[config.mk]
export PLATFORM = sky130hd
export DESIGN_NAME = link_stream_gate
export DESIGN_NICKNAME = d
export VERILOG_FILES = /design/src/rtl/link_gate_pkg.sv /design/src/rtl/lg_pattern_gen.sv /design/src/rtl/lg_stream_gate.sv /design/src/rtl/lg_flow_ctrl.sv /design/src/rtl/link_stream_gate.sv
export SDC_FILE = /design/constraint.sdc
export NUM_CORES = 1
export LEC_CHECK = 0
export BUFFER_PORTS_ARGS = -buffer_cell sky130_fd_sc_hd__buf_4
export CORE_ASPECT_RATIO = 0.5
export CORE_UTILIZATION = 35
export CTS_CLUSTER_DIAMETER = 80
export DETAILED_ROUTE_END_ITERATION = 8
export PLACE_DENSITY = 0.61
export SLEW_MARGIN = 25
export SYNTH_ARGS = -nofsm -noshare
export SYNTH_HDL_FRONTEND = slang
export SYNTH_HIERARCHICAL = 1
export SYNTH_SLANG_ARGS = --single-unit
export TNS_END_PERCENT = 1
[constraint.sdc]
create_clock -name clk -period 3.6 [get_ports clk]
set_input_delay 0.18 -clock clk [delete_from_list [all_inputs] [get_ports clk]]
set_output_delay 0.18 -clock clk [all_outputs]
set_load 0.01 [all_outputs]
[src/rtl/link_gate_pkg.sv]
`timescale 1ns/1ps
package link_gate_pkg;
    localparam int NUM_STREAMS = 4;
    localparam int CTRL_W      = 16;

    // control bit positions
    localparam int B_LINK_TO_UDP  = 0;
    localparam int B_UDP_TO_LINK  = 1;
    localparam int B_LINK_TO_ETH  = 2;
    localparam int B_ETH_TO_LINK  = 3;
    localparam int B_LSTOP_EN     = 4;
    localparam int B_LSTOP_FORCE  = 5;
    localparam int B_RSTOP_EN     = 6;
    localparam int B_RSTOP_FORCE  = 7;
    localparam int B_PAT_UDP      = 8;
    localparam int B_PAT_ETH      = 9;
    localparam int B_LINK_ETH_OFF = 12;
    localparam int B_ETH_LINK_OFF = 13;

    typedef enum logic [1:0] {
        ST_IDLE = 2'd0,
        ST_PASS = 2'd1,
        ST_DROP = 2'd2
    } gate_state_e;

    function automatic logic stream_open(input logic [CTRL_W-1:0] c, input int idx);
        case (idx)
            0:       return c[B_LINK_TO_UDP];
            1:       return c[B_UDP_TO_LINK];
            2:       return c[B_LINK_TO_ETH] & ~c[B_LINK_ETH_OFF];
            default: return c[B_ETH_TO_LINK] & ~c[B_ETH_LINK_OFF];
        endcase
    endfunction

    function automatic logic stream_pattern(input logic [CTRL_W-1:0] c, input int idx);
        case (idx)
            1:       return c[B_PAT_UDP];
            3:       return c[B_PAT_ETH];
            default: return 1'b0;
        endcase
    endfunction
endpackage

[src/rtl/lg_pattern_gen.sv]
`timescale 1ns/1ps
module lg_pattern_gen #(
    parameter int DATA_W = 32
) (
    input  logic              clk,
    input  logic              rst_n,
    input  logic              adv,
    output logic [DATA_W-1:0] word
);
    localparam logic [DATA_W-1:0] STEP = {(DATA_W/4){4'h1}};
    localparam logic [DATA_W-1:0] TOP  = {DATA_W{1'b1}};

    logic [DATA_W-1:0] cnt_q;

    always_ff @(posedge clk or negedge rst_n) begin
        if (!rst_n)
            cnt_q <= STEP;
        else if (adv)
            cnt_q <= (cnt_q == TOP) ? STEP : cnt_q + STEP;
    end

    assign word = cnt_q;


    pat_step_chk: assert property (@(posedge clk) disable iff (!rst_n)
        ($past(rst_n) && $past(adv) && $past(cnt_q) != TOP) |-> (cnt_q == $past(cnt_q) + STEP));


    pat_wrap_chk: assert property (@(posedge clk) disable iff (!rst_n)
        ($past(rst_n) && $past(adv) && $past(cnt_q) == TOP) |-> (cnt_q == STEP));
endmodule

[src/rtl/lg_stream_gate.sv]
`timescale 1ns/1ps
module lg_stream_gate
    import link_gate_pkg::*;
#(
    parameter int DATA_W = 32
) (
    input  logic              clk,
    input  logic              rst_n,
    input  logic              open_req,
    input  logic              pat_req,
    input  logic              s_valid,
    input  logic [DATA_W-1:0] s_data,
    input  logic              s_last,
    output logic              s_ready,
    output logic              m_valid,
    output logic [DATA_W-1:0] m_data,
    output logic              m_last,
    input  logic              m_ready
);
    gate_state_e       state_q, state_d;
    logic              pat_q;
    logic              open_eff, pat_eff, accept, adv;
    logic [DATA_W-1:0] pat_word;

    always_comb begin
        open_eff = 1'b0;
        pat_eff  = 1'b0;
        unique case (state_q)
            ST_IDLE: begin open_eff = open_req; pat_eff = pat_req; end
            ST_PASS: begin open_eff = 1'b1;     pat_eff = pat_q;   end
            ST_DROP: begin open_eff = 1'b0;     pat_eff = 1'b0;    end
            default: begin open_eff = 1'b0;     pat_eff = 1'b0;    end
        endcase
    end

    assign accept = s_valid && s_ready;

    always_comb begin
        state_d = state_q;
        unique case (state_q)
            ST_IDLE: if (accept && !s_last) state_d = open_eff ? ST_PASS : ST_DROP;
            ST_PASS: if (accept && s_last)  state_d = ST_IDLE;
            ST_DROP: if (accept && s_last)  state_d = ST_IDLE;
            default: state_d = ST_IDLE;
        endcase
    end

    always_ff @(posedge clk or negedge rst_n) begin
        if (!rst_n) begin
            state_q <= ST_IDLE;
            pat_q   <= 1'b0;
        end else begin
            state_q <= state_d;
            if (state_q == ST_IDLE && state_d == ST_PASS)
                pat_q <= pat_req;
        end
    end

    always_comb begin
        m_valid = open_eff && s_valid;
        s_ready = open_eff ? m_ready : 1'b1;
        m_data  = pat_eff ? pat_word : s_data;
        m_last  = s_last;
        adv     = open_eff && pat_eff && s_valid && m_ready;
    end

    lg_pattern_gen #(.DATA_W(DATA_W)) u_pat (
        .clk   (clk),
        .rst_n (rst_n),
        .adv   (adv),
        .word  (pat_word)
    );


    mid_pkt_pass_chk: assert property (@(posedge clk) disable iff (!rst_n)
        (state_q == ST_PASS && s_valid) |-> (m_valid && s_ready == m_ready));


    drop_consume_chk: assert property (@(posedge clk) disable iff (!rst_n)
        (state_q == ST_DROP) |-> (s_ready && !m_valid));


    hold_until_last_chk: assert property (@(posedge clk) disable iff (!rst_n)
        (state_q != ST_IDLE && !(accept && s_last)) |=> (state_q == $past(state_q)));
endmodule

[src/rtl/lg_flow_ctrl.sv]
`timescale 1ns/1ps
module lg_flow_ctrl (
    input  logic clk,
    input  logic rst_n,
    input  logic lstop_en,
    input  logic lstop_force,
    input  logic rstop_en,
    input  logic rstop_force,
    input  logic ds_afull,
    input  logic rx_afull,
    output logic local_stop,
    output logic remote_stop
);
    always_ff @(posedge clk or negedge rst_n) begin
        if (!rst_n) begin
            local_stop  <= 1'b0;
            remote_stop <= 1'b0;
        end else begin
            local_stop  <= (lstop_en & ds_afull) | lstop_force;
            remote_stop <= (rstop_en & rx_afull) | rstop_force;
        end
    end


    local_force_chk: assert property (@(posedge clk) disable iff (!rst_n)
        ($past(rst_n) && $past(lstop_force)) |-> local_stop);


    remote_force_chk: assert property (@(posedge clk) disable iff (!rst_n)
        ($past(rst_n) && $past(rstop_force)) |-> remote_stop);


    local_quiet_chk: assert property (@(posedge clk) disable iff (!rst_n)
        ($past(rst_n) && !$past(lstop_force) && !$past(ds_afull)) |-> !local_stop);
endmodule

[src/rtl/link_stream_gate.sv]
`timescale 1ns/1ps
module link_stream_gate
    import link_gate_pkg::*;
#(
    parameter int DATA_W = 32
) (
    input  logic                                clk,
    input  logic                                rst_n,
    input  logic [CTRL_W-1:0]                   ctrl_word,
    input  logic [NUM_STREAMS-1:0]              src_valid,
    input  logic [NUM_STREAMS-1:0][DATA_W-1:0]  src_data,
    input  logic [NUM_STREAMS-1:0]              src_last,
    output logic [NUM_STREAMS-1:0]              src_ready,
    output logic [NUM_STREAMS-1:0]              snk_valid,
    output logic [NUM_STREAMS-1:0][DATA_W-1:0]  snk_data,
    output logic [NUM_STREAMS-1:0]              snk_last,
    input  logic [NUM_STREAMS-1:0]              snk_ready,
    input  logic                                ds_almost_full,
    input  logic                                rx_almost_full,
    output logic                                local_tx_stop,
    output logic                                remote_stop_req
);
    // reserved control bits reach no logic
    logic rsvd_unused;
    assign rsvd_unused = ^{ctrl_word[15:14], ctrl_word[11:10]};

    for (genvar g = 0; g < NUM_STREAMS; g++) begin : g_stream
        logic open_req, pat_req;
        assign open_req = stream_open(ctrl_word, g);
        assign pat_req  = stream_pattern(ctrl_word, g);

        lg_stream_gate #(.DATA_W(DATA_W)) u_gate (
            .clk      (clk),
            .rst_n    (rst_n),
            .open_req (open_req),
            .pat_req  (pat_req),
            .s_valid  (src_valid[g]),
            .s_data   (src_data[g]),
            .s_last   (src_last[g]),
            .s_ready  (src_ready[g]),
            .m_valid  (snk_valid[g]),
            .m_data   (snk_data[g]),
            .m_last   (snk_last[g]),
            .m_ready  (snk_ready[g])
        );
    end

    lg_flow_ctrl u_flow (
        .clk         (clk),
        .rst_n       (rst_n),
        .lstop_en    (ctrl_word[B_LSTOP_EN]),
        .lstop_force (ctrl_word[B_LSTOP_FORCE]),
        .rstop_en    (ctrl_word[B_RSTOP_EN]),
        .rstop_force (ctrl_word[B_RSTOP_FORCE]),
        .ds_afull    (ds_almost_full),
        .rx_afull    (rx_almost_full),
        .local_stop  (local_tx_stop),
        .remote_stop (remote_stop_req)
    );
endmodule

; ---- Word level (Yosys, flattened, before mapping)
; Index checks and enable logic that the tools add are counted.
[totals]
wordCells = 104
register_bits = 76
in_bits = 160
out_inout_bits = 142
[classes]
mux = 30
addsub = 2
eq_ne = 16
reduce_logical = 38
bitwise_logic = 8
[op_table]
columns = cell, count
row1 = $mux W32, 4
row2 = $add A32 B29 Y32 const B, 2
row3 = $eq A32 B32 Y1 const B, 2
row4 = $logic_and A1 B1 Y1, 24
row5 = $mux W2, 12
row6 = $pmux W2 S2, 4
row7 = $eq A2 B1 Y1 const B, 6
row8 = $pmux W1 S2, 6
row9 = $eq A2 B2 Y1 const B, 4
row10 = $logic_not A2 Y1, 4
row11 = $ne A2 B1 Y1 const B, 4
row12 = $reduce_or A2 Y1, 4
row13 = $and A1 B1 Y1, 4
row14 = $logic_not A1 Y1, 4
row15 = $mux W1, 4
row16 = $reduce_and A2 Y1, 2
row17 = $not A1 Y1, 2
row18 = $or A1 B1 Y1, 2

; ---- Logic depth before layout (Yosys ltp)
; Gate-level depths: netlist of the first run.
[depth]
depth_word = 10
mapped_depth = 12
mapped_depth_nobuf = 10

; ---- By module
; Netlist of the first run, hierarchy kept.
[modules_own_cells]
columns = module, n_inst, seq_area_each_um2, area_each_um2, cells_per_inst
row1 = lg_pattern_gen, 4, 810.8, 1700.4, 172
row2 = lg_stream_gate, 4, 75.1, 698.2, 70
row3 = lg_flow_ctrl, 1, 50.0, 65.1, 4
row4 = link_stream_gate, 1, 0.0, 31.3, 3

; ---- Worst setup path after synthesis of the first run
; Ideal clock, no wire load.
[synth_timing]
path_kind = reg-to-reg
start = reg g_stream[1].u_gate.state_q[0]
end = reg g_stream[1].u_gate.u_pat.cnt_q[31]
setup_slack_ps = 987
period_less_slack_ps = 2613
setup_time_ps = 67
arrival_ps = 2545
required_time_ps = 3533
path_buffers = 2
path_stages_with_launch = 13
path_cell_list = dfrtp_1 inv_1 ha_1 a21oi_1 nor2_2 buf_2 and3_1 clkbuf_1 inv_2 o31ai_1 a31oi_2 nor4_1 a311o_1
[synth_between]
elab_chain_cells = 5
elab_cells_between_ends = 7
cone_classes = eq/ne: 1 / mux: 2 / reduce/logical: 4
[synth_lines]
columns = item, line
row1 = start: declaration, lg_stream_gate.sv:20  ; gate_state_e state_q, state_d;
row2 = start signal: assignment, lg_stream_gate.sv:53  ; state_q <= state_d;
row3 = $eq A2 B1 Y1 or $logic_not A2 Y1 (tied branches), lg_stream_gate.sv:28  ; unique case (state_q)
row4 = $pmux W1 S2, lg_stream_gate.sv:28
row5 = $logic_and A1 B1 Y1 (*) (3 in series), lg_stream_gate.sv:64  ; adv = open_eff && pat_eff && s_valid && m_ready;
row6 = via g_stream[1].u_gate.adv, lg_stream_gate.sv:22  ; logic open_eff, pat_eff, accept, adv;
row7 = end signal: assignment, lg_pattern_gen.sv:19  ; cnt_q <= (cnt_q == TOP) ? STEP : cnt_q + STEP;
row8 = end: declaration, lg_pattern_gen.sv:13  ; logic [DATA_W-1:0] cnt_q;
; Mark *: on every way through the listed nets, which the timed path passes. The rest lies on a longest branch.
; A chain may end at the register's enable or synchronous reset.

; ---- Worst setup path after layout of the first run
; Ends and elaborated chain as after synthesis.

==> results of run 1 <==
==> power by group <==
part | switching (mW) | total (mW) | internal [mW]
registers | 0.740 | 2.85 | 2.12
clock network | 0.722 | 1.64 | 0.918
logic | 1.82 | 3.89 | 2.07
total | 3.29 | 8.38 | 5.10
==> registers in the layout, summed over array words and instances (netlist names) <==
name	flops
g_stream.u_gate/pat_q	4
g_stream.u_gate/state_q	8
g_stream.u_gate/u_pat/word	128
u_flow/local_stop	1
u_flow/remote_stop	1
==> routing by layer <==
layer,wire length (um),global-route usage (%)
met1,12130,24.38
met5,0,0
met2,13510,32.37
met3,933,3.520
met4,296,5.685
==> layout by cell type (no fill, tap or decap), types with 17 or more instances in the layout <==
| master | instances |
|---|---|
| o21ai_0 | 32 |
| dfstp_2 | 32 |
| nor2_1 | 40 |
| inv_1 | 44 |
| xor2_1 | 44 |
| clkbuf_16 | 17 |
| and3_1 | 32 |
| ha_1 | 20 |
| dfrtp_1 | 110 |
| mux2_2 | 132 |
| nand3_1 | 56 |
| nand2_1 | 60 |
| xnor2_1 | 64 |
| a31oi_1 | 36 |
| nor4_1 | 20 |
| buf_4 | 307 |
| a21oi_1 | 24 |
==> metrics by stage <==
stage	hold slack, ns	total power [mW]	cell area (um^2)
global route	0.07432	8.938	12900
global placement	0.3125	6.683	12290
floorplan	-0.1156	5.198	9709
detailed placement	0.3228	6.772	12290
finish	0.07552	8.385	12900
CTS	0.04978	8.475	12900
==> worst max-delay path by stage <==
stage	start	end	slack, ns	cells after the start
floorplan	g_stream[1].u_gate/state_q[0]	g_stream[1].u_gate/u_pat/word[31]	0.99	12
global placement	g_stream[0].u_gate/state_q[0]	g_stream[0].u_gate/u_pat/word[31]	0.81	11
detailed placement	g_stream[0].u_gate/state_q[0]	g_stream[0].u_gate/u_pat/word[31]	0.73	11
CTS	g_stream[1].u_gate/state_q[0]	g_stream[1].u_gate/u_pat/word[31]	0.69	10
global route	g_stream[1].u_gate/state_q[0]	g_stream[1].u_gate/u_pat/word[31]	0.41	10
finish	g_stream[1].u_gate/state_q[0]	g_stream[1].u_gate/u_pat/word[31]	0.69	10
==> critical path: stages, from the launching register on <==
cell and delay, ns:
dfrtp_1 0.44, inv_1 0.10, ha_1 0.27, a31oi_2 0.15
and2b_2 0.24, and3_1 0.48, inv_2 0.21, o31ai_1 0.35
a31oi_2 0.13, nor4_1 0.32, a311o_1 0.16
==> cells by family (layout without fill, tap and decap cells) <==
kind of cell / after synthesis / after routing / synth area share [%]
muxes: 136 / 136 / 15.80
and+or+nand+nor: 278 / 278 / 15.26
buffers and inverters: 84 / 395 / 3.770
xor gates and xnor gates: 108 / 108 / 9.761
other: 1 / 6 / 0.03870
AOI/OAI and AO/OA: 206 / 206 / 15.70
adders and majority gates: 20 / 20 / 2.582
DFF: 142 / 142 / 37.08
==> final cells by class <==
cell class                 count  share of cell area (%)
clock buffer                  20                   3.539
sequential                   142                   27.85
clock inverter                12                  0.7078
tap                          352                   3.413
inverter                      48                   1.396
multi-input combinational    754                   44.60
timing repair buffer         315                   18.49
==> impl_results.md, run 1 <==
- Placed cells: 1604
- Slew Viols, Final: 0
- Total grt overflow: 0
- Clock-pin slew on the worst setup and hold paths: 0.06 ns
- Number of antenna violations at the first check in global routing: 0
- Overall die area: 28400 um^2
- Cell at the root of the clock tree: clkbuf_16
- Clock tree from TritonCTS: yes
- Number of buffers on the longest clock path: 2
- Site Rows: 42
- Multi-input gate area: 5756 um^2
- Die outline height: 119.7 um
- Global-route wire length before repair: 43310 um
- IR drop worst, VDD: 0.3346 mV
- Worst r2r path cells: 10
- All-Layer GR Usage: 18.94%
- Setup slack of the most critical reg-to-reg path: 0.69 ns
- Post-DRT Antenna Nets: 0
- Final sum of negative setup slack: 0 ns
- Insertion delay of the later-clocked pin in the worst-skew pair: 0.44 ns
- Number of I/O port buffers: 297
- Vias in the first global route: 8376
- Footprint of the flip-flops and latches: 3593 um^2
- Startpoint of the most critical register-to-register path: g_stream[1].u_gate/state_q[0]
- Fraction of final layout cells sized beyond drive strength 1: 42.22%
- Post-route insts no fill: 1643
- Worst EP required: 3.97 ns
- Average routed wire per standard cell: 16.35 um
- CP endpoint kind: register
- Maximum number of pins on one net before global-route repair: 90
- Most instantiated library cell after synthesis: mux2_2
- Sum of net half-perimeters after detailed placement: 19870 um
- Count of different cell masters after synthesis: 50
- CTS H-tree depth: 4
- Worst hold stages: 3
- Number of resized instances in the post-cts repair step: 0
- Initial core utilization: 36.16%
- Post-synthesis instance area: 9691 um^2
- Run status: finished, final reports clean
- # fillers: 2501
- Floorplan Core Area: 26800 um^2
- Sequential cell area fraction in the yosys report: 37.08%
- Number of ports placed on the die boundary: 302
- Worst Hold Launch: ctrl_word[0]
- Share of the synthesized area in the top cell type: 28.41%
- Leak: 5.833 nW
- Number of warnings printed during yosys synthesis: 6
- End of the worst register-to-register path: g_stream[1].u_gate/u_pat/word[31]
- Capture endpoint of the worst hold path: g_stream[0].u_gate/state_q[1]
- Number of buffers added by the clock tree synthesis step: 17
- Vias post-DR: 8693
- Relative max-transition margin: 42.91%
- Number of DRC markers after the initial detailed-route iteration: 560
- Gp weighted congestion: 0.8389
- Final setup margin: 0.6915 ns
- Hold violation total from the final report: 0
- Antenna cell count: 0
- Number of optimization iterations in the first detailed-route pass: 7
- Worst min path class: in2reg
- Worst Skew: 0.01149 ns
- Mean post-synth cell area: 9.939 um^2
- Worst-Margin Slew: 0.8563 ns
- Number of remaining DRC errors: 0
- Final WL: 26870 um
- Nets: 1458
- Share of the clock period used by the worst path after layout: 80.79%
- # Post-CTS Setup Buffers: 0
- Shortest clock period the worst path allows after layout: 2.908 ns
- Signal arrival time at the worst endpoint: 3.28 ns
- Synth-to-layout area growth: 33.16%
- Worst slack, placed: 0.7310 ns
- Width of the die: 237.3 um
- Synth top cells by count: mux2_2, dfrtp_1, xnor2_1
- Syn Inst Count: 975
- Setup-failing EPs final: 0
- Flip-flop cell with the highest count after synthesis: dfrtp_1
- Power density cells: 649.8 nW/um^2
- Leading area contributor after synthesis: dfrtp_1
- Max Fclk: 0.3438 GHz
- Number of hold buffers added after cts: 7
- Final design utilization: 48.15%
- EDFF count, synth: 0
- Critical path peak fanout: 13
- Yosys reg bits: 142
- Fraction of synthesis flops using an asynchronous set or reset pin: 100.0%
- Unrepaired setup endpoints after global routing: no
- Critical path class: reg2reg
- Max-cap violation count: 0
- Avg Vias per Cell: 5.291
- Startpoint type of the worst setup path: register
- TritonCTS sink count: 142
- Synth top area cells: dfrtp_1, mux2_2, dfstp_2, xnor2_1, xor2_1
Power figures use the tool's default switching activity.
==> run 2, diff against run 1 <==
--- a/config.mk
+++ b/config.mk
@@ -10,7 +10,7 @@
 export CORE_UTILIZATION = 35
 export CTS_CLUSTER_DIAMETER = 80
 export DETAILED_ROUTE_END_ITERATION = 8
-export PLACE_DENSITY = 0.61
+export PLACE_DENSITY = 0.63
 export SLEW_MARGIN = 25
 export SYNTH_ARGS = -nofsm -noshare
 export SYNTH_HDL_FRONTEND = slang
==> constraint.sdc (replaced) <==
create_clock -name clk -period 2.5 [get_ports clk]
set_input_delay 0.125 -clock clk [delete_from_list [all_inputs] [get_ports clk]]
set_output_delay 0.125 -clock clk [all_outputs]
set_load 0.01 [all_outputs]
==> run 2 against run 1 <==
- core utilization rose by 1.5 points
- worst hold slack gained 0.039 ns
- register-to-register slack got worse by 0.59 ns
- setup slack got worse by 0.59 ns
- routed wire length rose by 1.1%
- flip-flop and latch count did not move
- combinational power grew 53%
- die area stayed put
- maximum frequency is 21% higher
- sequential share of layout area shrank 0.83 points
- critical endpoint is now g_stream[2].u_gate/u_pat/word[31]
- largest power group unchanged
- highest routed layer unchanged
==> impl_results.md, run 2 (same netlist as run 1, synthesis figures left out) <==
- Run status: finished, final reports clean
- Die outline height: 119.7 um (unchanged)
- Floorplan Core Area: 26800 um^2 (unchanged)
- Critical path peak fanout: 10 (-3)
- Clock-pin slew on the worst setup and hold paths: 0.06 ns (about the same)
- Relative max-transition margin: 55.92% (+13 points)
- # fillers: 2426 (-3.0%)
- Clock tree from TritonCTS: yes
- Comb pwr share: 46.4% (about the same)
- Number of antenna violations at the first check in global routing: 0 (unchanged)
- Final sum of negative setup slack: 0 ns (unchanged)
- IR drop worst, VDD: 0.5242 mV (+57%)
- Worst-Margin Slew: 0.6612 ns (-0.1951 ns)
- Critical path class: reg2reg
- Worst min path class: in2reg
- Setup-failing EPs final: 0 (unchanged)
- Max-cap violation count: 0 (unchanged)
- Number of buffers added by the clock tree synthesis step: 17 (unchanged)
- Switching part of the total power: 37.64% (-1.5 points)
- Gp weighted congestion: 0.8951 (+6.7%)
- Maximum number of pins on one net before global-route repair: 67 (-26%)
- Site Rows: 42 (unchanged)
- Vias in the first global route: 8624 (+3.0%)
- CTS H-tree depth: 4 (unchanged)
- Signal arrival time at the worst endpoint: 2.72 ns (-0.56 ns)
- Global-route wire length before repair: 44040 um (+1.7%)
- TritonCTS sink count: 142 (unchanged)
- Internal cell power: 8.012 mW (+57%)
- Antenna cell count: 0 (unchanged)
- Max Fclk: 0.4162 GHz (+21%)
- Commonest non-fill, non-tap cell in the layout: buf_4
- Sequential share of power: 32.0% (-2.0 points)
- Power density cells: 965.0 nW/um^2 (+48%)
- Cell at the root of the clock tree: clkbuf_16
- Vias post-DR: 8897 (+2.3%)
- Unrepaired setup endpoints after global routing: yes
- Nets: 1484 (+1.8%)
- Width of the die: 237.3 um (unchanged)
- Clk pwr share: 21.6% (+2.0 points)
- Initial core utilization: 36.16% (unchanged)
- Leak: 5.999 nW (+2.8%)
- Fraction of final layout cells sized beyond drive strength 1: 44.34% (+2.1 points)
- Sum of net half-perimeters after detailed placement: 20270 um (+2.0%)
- Number of ports placed on the die boundary: 302 (unchanged)
- Shortest clock period the worst path allows after layout: 2.403 ns (-0.5056 ns)
- Number of buffers on the longest clock path: 2 (unchanged)
- Worst EP required: 2.82 ns (-1.15 ns)
- Highest-count cells in the layout ignoring fill and taps: buf_4, mux2_2, dfrtp_1
- Worst Skew: 0.006213 ns (-0.005274 ns)
- Number of DRC markers after the initial detailed-route iteration: 503 (-10%)
- Hold violation total from the final report: 0 (unchanged)
- Number of remaining DRC errors: 0 (unchanged)
- Share of the clock period used by the worst path after layout: 96.11% (+15 points)
- Average routed wire per standard cell: 16.27 um (-0.52%)
- Startpoint type of the worst setup path: register
- All-Layer GR Usage: 19.16% (+0.22 points)
- Number of I/O port buffers: 297 (unchanged)
- Synth-to-layout area growth: 37.38%
- Avg Vias per Cell: 5.331 (+0.75%)
- CP endpoint kind: register
- Reported net switching power: 4.835 mW (+47%)
- Number of optimization iterations in the first detailed-route pass: 5 (-2)
- Slew Viols, Final: 0 (unchanged)
- Post-DRT Antenna Nets: 0 (unchanged)
- Insertion delay of the later-clocked pin in the worst-skew pair: 0.44 ns (about the same)
- Final WL: 27150 um (+1.1%)
- Max FFs per register: 128 (unchanged)
- Overall die area: 28400 um^2 (unchanged)
- Final design utilization: 49.67% (+1.5 points)
- Total grt overflow: 0 (unchanged)
run 2: layout make-up:
type / instances / area [um^2] / share of cell area, %
Inverter: 48 / 182.7 / 1.372
Clock inverter: 10 / 160.2 / 1.203
Timing Repair Buffer: 341 / 2631 / 19.76
Clock buffer: 22 / 474.2 / 3.562
Multi-Input combinational cell: 754 / 5827 / 43.77
Sequential cell: 142 / 3597 / 27.02
Tap cell: 352 / 440.4 / 3.308
run 2: path summary, 6_finish.rpt:
| path | start | to | slack (ns) | cells past startpoint |
|---|---|---|---|---|
| worst max-delay path | g_stream[2].u_gate/state_q[0] | g_stream[2].u_gate/u_pat/word[31] | 0.1 | 10 |
| max in group asynchronous | rst_n | g_stream[0].u_gate/u_pat/word[8] | 1.37 | 3 |
| worst max register to register | g_stream[2].u_gate/state_q[0] | g_stream[2].u_gate/u_pat/word[31] | 0.1 | 10 |
| worst min register to register | g_stream[0].u_gate/pat_q | g_stream[0].u_gate/pat_q | 0.49 | 1 |
| min in group asynchronous | rst_n | g_stream[1].u_gate/state_q[1] | 0.25 | 2 |
| worst min-delay path | src_valid[1] | g_stream[1].u_gate/state_q[0] | 0.11 | 4 |
run 2: power groups by stage:
stage	combinational, mW	clock, mW	sequential [mW]
floorplan	3.86	0	3.64
global placement	5.61	0	4.14
detailed placement	5.72	0	4.16
CTS	5.82	2.84	4.12
global route	6.43	2.94	4.25
finish	5.96	2.77	4.11
run 2: critical path, stage by stage, from the launching register on:
cell and delay [ns]:
dfrtp_2 0.40, inv_1 0.07, ha_1 0.22, a31oi_2 0.20, and2b_2 0.24, and3_2 0.27, inv_4 0.12, o31ai_1 0.10
a31oi_2 0.25, nor4_1 0.09, a311o_1 0.32
run 2: metal layers:
metal | vias up | track usage (%) | part of all wire, %
met3 | 24 | 3.382 | 4.0
met5 | - | 0 | 0
met2 | 215 | 33.30 | 51
met1 | 4372 | 24.37 | 43
met4 | 0 | 5.565 | 1.5
li1 | 4286 | - | -
run 2: what timing repair did:
item | 4_1_cts | 5_1_grt
hold buffers | 9 | 0
hold endpoints to repair | 59 | 0
pin swaps | 0 | 1
setup buffers | 2 | 3
endpoints found under the setup margin | 68 | 151
gates resized for setup | 6 | 26
run 2: stage by stage:
step / instances / hold WS, ns / instance area, um^2 / setup slack [ns] / power [mW]
6_report: 1669 / 0.1148 / 13310 / 0.09713 / 12.85
5_1_grt: 1669 / 0.1496 / 13310 / -0.06406 / 13.62
4_1_cts: 1666 / 0.08981 / 13190 / -0.001819 / 12.78
3_5_place_dp: 1623 / 0.1783 / 12440 / -0.04218 / 9.876
3_3_place_gp: 1623 / 0.1684 / 12440 / 0.04330 / 9.745
2_1_floorplan: 980 / -0.1706 / 9716 / -0.06498 / 7.496
==> run 3, diff against run 2 <==
--- a/config.mk
+++ b/config.mk
@@ -5,12 +5,13 @@
 export SDC_FILE = /design/constraint.sdc
 export NUM_CORES = 1
 export LEC_CHECK = 0
+export ABC_AREA = 1
 export BUFFER_PORTS_ARGS = -buffer_cell sky130_fd_sc_hd__buf_4
 export CORE_ASPECT_RATIO = 0.5
 export CORE_UTILIZATION = 35
 export CTS_CLUSTER_DIAMETER = 80
 export DETAILED_ROUTE_END_ITERATION = 8
-export PLACE_DENSITY = 0.63
+export PLACE_DENSITY = 0.61
 export SLEW_MARGIN = 25
 export SYNTH_ARGS = -nofsm -noshare
 export SYNTH_HDL_FRONTEND = slang
==> run 3 against run 2 <==
- sequential power increased by 18%
- first-iteration DRC count is 95% higher
- register-to-register slack worse by 0.08 ns
- critical endpoint is now g_stream[1].u_gate/u_pat/word[22]
- combinational power up 71%
- clock power shrank 4%
- cell area is 23% higher
- die area increased by 29%
- final cell count is 62% higher
- worst hold slack worse by 0.038 ns
==> impl_results.md, run 3 <==
- Floorplan Core Area: 34830 um^2 (+30%)
- Post-synthesis instance area: 12530 um^2 (+29%)
- Footprint of the flip-flops and latches: 3596 um^2 (about the same)
- Synth top cells by count: nand2_1, inv_1, nor2_1
- Synthesized-area fraction occupied by xor and xnor cells: 3.913% (-5.8 points)
- Total power consumption of the routed design: 17.70 mW (+38%)
- Worst Skew: 0.01042 ns (+0.004204 ns)
- Number of warnings printed during yosys synthesis: 6 (unchanged)
- Unrepaired setup endpoints after global routing: yes
- Cell at the slowest stage of the critical path: dfrtp_1
- Most Frequent Cell on Critical Path: nand2_1
- CTS H-tree depth: 4 (unchanged)
- Sequential cell area fraction in the yosys report: 28.67% (-8.4 points)
- Insertion delay of the later-clocked pin in the worst-skew pair: 0.44 ns (about the same)
- Startpoint of the most critical register-to-register path: g_stream[1].u_gate/state_q[1]
- Leak: 8.772 nW (+46%)
- Worst-Margin Slew: 0.6431 ns (-0.01806 ns)
- WHS: 0.07637 ns (-0.03841 ns)
- Synth-to-layout area growth: 30.80%
- Sum of net half-perimeters after detailed placement: 28610 um (+41%)
- Synth top area cells: dfrtp_1, nand2_1, mux2_2, inv_1, nand3_1
- Flip-flop cell with the highest count after synthesis: dfrtp_1
- Multi-input gate area: 7582 um^2 (+30%)
- Most instantiated library cell after synthesis: nand2_1
- Highest-count cells in the layout ignoring fill and taps: nand2_1, buf_4, inv_1
- Number of I/O port buffers: 297 (unchanged)
- Critical path class: reg2reg
- Combined buffer and inverter count along the critical path: 7 (+5)
- Post-DRT Antenna Nets: 0 (unchanged)
- Fraction of synthesis flops using an asynchronous set or reset pin: 100.0% (unchanged)
- Main combinational cell family by area after synthesis: simple AND/OR/NAND/NOR gates
- Gp weighted congestion: 0.9237 (+3.2%)
- Avg Vias per Cell: 4.753 (-11%)
- Share of the synthesized area in the top cell type: 21.96% (-6.4 points)
- Worst EP required: 2.83 ns (about the same)
- Number of buffers on the longest clock path: 2 (unchanged)
- Startpoint type of the worst setup path: register
- Leading area contributor after synthesis: dfrtp_1
- Number of DRC markers after the initial detailed-route iteration: 982 (+95%)
- Max FFs per register: 128 (unchanged)
- Die outline height: 135.8 um (+13%)
- Shortest clock period the worst path allows after layout: 2.482 ns (+0.07944 ns)
- TritonCTS sink count: 142 (unchanged)
- Fraction of final layout cells sized beyond drive strength 1: 28.50% (-16 points)
- Clock-pin slew on the worst setup and hold paths: 0.07 ns (about the same)
- Synth Area in Compound Gates: 3.195% (-13 points)
- Worst Hold Launch: src_last[0]
- EDFF count, synth: 0 (unchanged)
- All-Layer GR Usage: 19.81% (+0.65 points)
- Final sum of negative setup slack: 0 ns (unchanged)
- Antenna cell count: 0 (unchanged)
- Peak per-stage delay on the critical path: 0.42 ns (+0.02 ns)
- Overall die area: 36620 um^2 (+29%)
- Clock tree from TritonCTS: yes
- Crit-path cells: inv_2, ha_4, inv_2, nand2_2, a32oi_4, buf_12, buf_4, nor4_4, buf_6, buf_12, nand3_1, nand2_2, nand2_1, nand2_1, nand2_1, nand2_1, inv_1
- Crit path from: g_stream[1].u_gate/state_q[1]
- Vias in the first global route: 11596 (+34%)
- Critical path peak fanout: 15 (+5)
- CP endpoint kind: register
- Syn Inst Count: 1885 (+93%)
- Total grt overflow: 0 (unchanged)
- Initial core utilization: 35.98% (-0.18 points)
- Run status: finished, final reports clean
- Setup-failing EPs final: 0 (unchanged)
- Relative max-transition margin: 57.12% (+1.2 points)
- Proportion of synthesized area in mux cells: 11.74% (-4.1 points)
- Number of ports placed on the die boundary: 302 (unchanged)
- # fillers: 3658 (+51%)
- Max-cap violation count: 0 (unchanged)
- Arithmetic-cell share of the synthesized area counting full adders, half adders and majority gates: 1.997% (-0.59 points)
- Share of the clock period used by the worst path after layout: 99.29% (+3.2 points)
- Slew Viols, Final: 0 (unchanged)
- Max Fclk: 0.4028 GHz (-3.2%)
- Global-route wire length before repair: 58660 um (+33%)
- Maximum number of pins on one net before global-route repair: 64 (-4.5%)
- Mean post-synth cell area: 6.649 um^2 (-33%)
- Commonest non-fill, non-tap cell in the layout: nand2_1
- Site Rows: 48 (+14%)
- Average routed wire per standard cell: 13.82 um (-15%)
- IR drop worst, VDD: 0.4135 mV (-21%)
- Power density cells: 1080 nW/um^2 (+12%)
- Area fraction in and, or, nand and nor cells after synthesis: 38.87% (+24 points)
- Nets: 2402 (+62%)
- Yosys reg bits: 142 (unchanged)
- Count of different cell masters after synthesis: 32 (-36%)
- Number of antenna violations at the first check in global routing: 0 (unchanged)
- Final WL: 37450 um (+38%)
- Number of buffers added by the clock tree synthesis step: 17 (unchanged)
- Hold violation total from the final report: 0 (unchanged)
- Cell at the root of the clock tree: clkbuf_16
- Number of optimization iterations in the first detailed-route pass: 5 (unchanged)
- Worst min path class: in2reg
- Width of the die: 269.6 um (+14%)
- Signal arrival time at the worst endpoint: 2.81 ns (+0.09 ns)
- Cell family contributing the most delay on the critical path: simple AND/OR/NAND/NOR gates
- Vias post-DR: 12880 (+45%)
- Number of remaining DRC errors: 0 (unchanged)
## run 3: final timing paths
path                                                     end  slack [ns]  depth (start not counted)
max in group asynchronous   g_stream[3].u_gate/u_pat/word[4]        1.46                          3
hold reg to reg            g_stream[0].u_gate/u_pat/word[28]        0.50                          2
setup reg to reg           g_stream[1].u_gate/u_pat/word[22]        0.02                         17
min in group asynchronous      g_stream[1].u_gate/state_q[1]        0.24                          2
hold / removal                 g_stream[0].u_gate/state_q[1]        0.08                          4
setup / recovery           g_stream[1].u_gate/u_pat/word[22]        0.02                         17
## run 3: cell type report
cell class              instances  area share, %
repair buffers                347          17.21
well taps                     475          3.625
flip-flops and latches        142          21.94
multi-input cells            1394          46.25
inverters                     320          7.342
clock buffers                  18          2.679
clock inverters                14         0.9541
## run 3: cell families (layout without fill, tap and decap cells)
family | Yosys count | count (layout)
simple gates | 1130 | 1130
buf+inv | 352 | 699
xor+xnor | 56 | 56
mux | 128 | 128
compound gates | 56 | 56
fa+ha+maj | 20 | 20
other cells | 1 | 4
flops | 142 | 142
## run 3: report_power, final
group	switching, mW	internal, mW
clock network	1.13	1.51
logic	5.61	4.60
registers	1.53	3.31
## run 3: timing repair
item	4_1_cts	5_1_grt
endpoints found under the hold margin	51	0
gates cloned	2	4
hold buffers	7	0
pin swaps	1	5
gates resized for setup	10	21
buffers inserted	3	16
endpoints found under the setup margin	62	105
## run 3: metal layers
layer | vias to the layer above | wire length [um] | share of wire [%] | track usage [%]
met2 | 279 | 18050 | 48 | 34.24
met5 | - | 0 | 0 | 0
li1 | 6577 | - | - | -
met4 | 0 | 524 | 1.4 | 4.924
met3 | 33 | 1552 | 4.1 | 3.073
met1 | 5991 | 17320 | 46 | 25.98
## run 3: per-stage QoR
step           area, um^2  cells  setup slack (ns)  util [%]
3_3_place_gp        15330   2646            0.1740     44.01
2_1_floorplan       12550   1888           -0.1002         -
6_report            16390   2710           0.01768     47.06
5_1_grt             16390   2710          -0.09201     47.06
4_1_cts             16110   2690          -0.02498     46.24
3_5_place_dp        15330   2646            0.1223     44.01
## run 3: worst reg2reg max path: stages (launching register included)
cell	delay, ns
dfrtp_1	0.42
inv_2	0.13
ha_4	0.16
inv_2	0.04
nand2_2	0.10
a32oi_4	0.12
buf_12	0.16
buf_4	0.14
nor4_4	0.27
buf_6	0.17
buf_12	0.15
nand3_1	0.10
nand2_2	0.14
nand2_1	0.08
nand2_1	0.06
nand2_1	0.05
nand2_1	0.06
inv_1	0.03
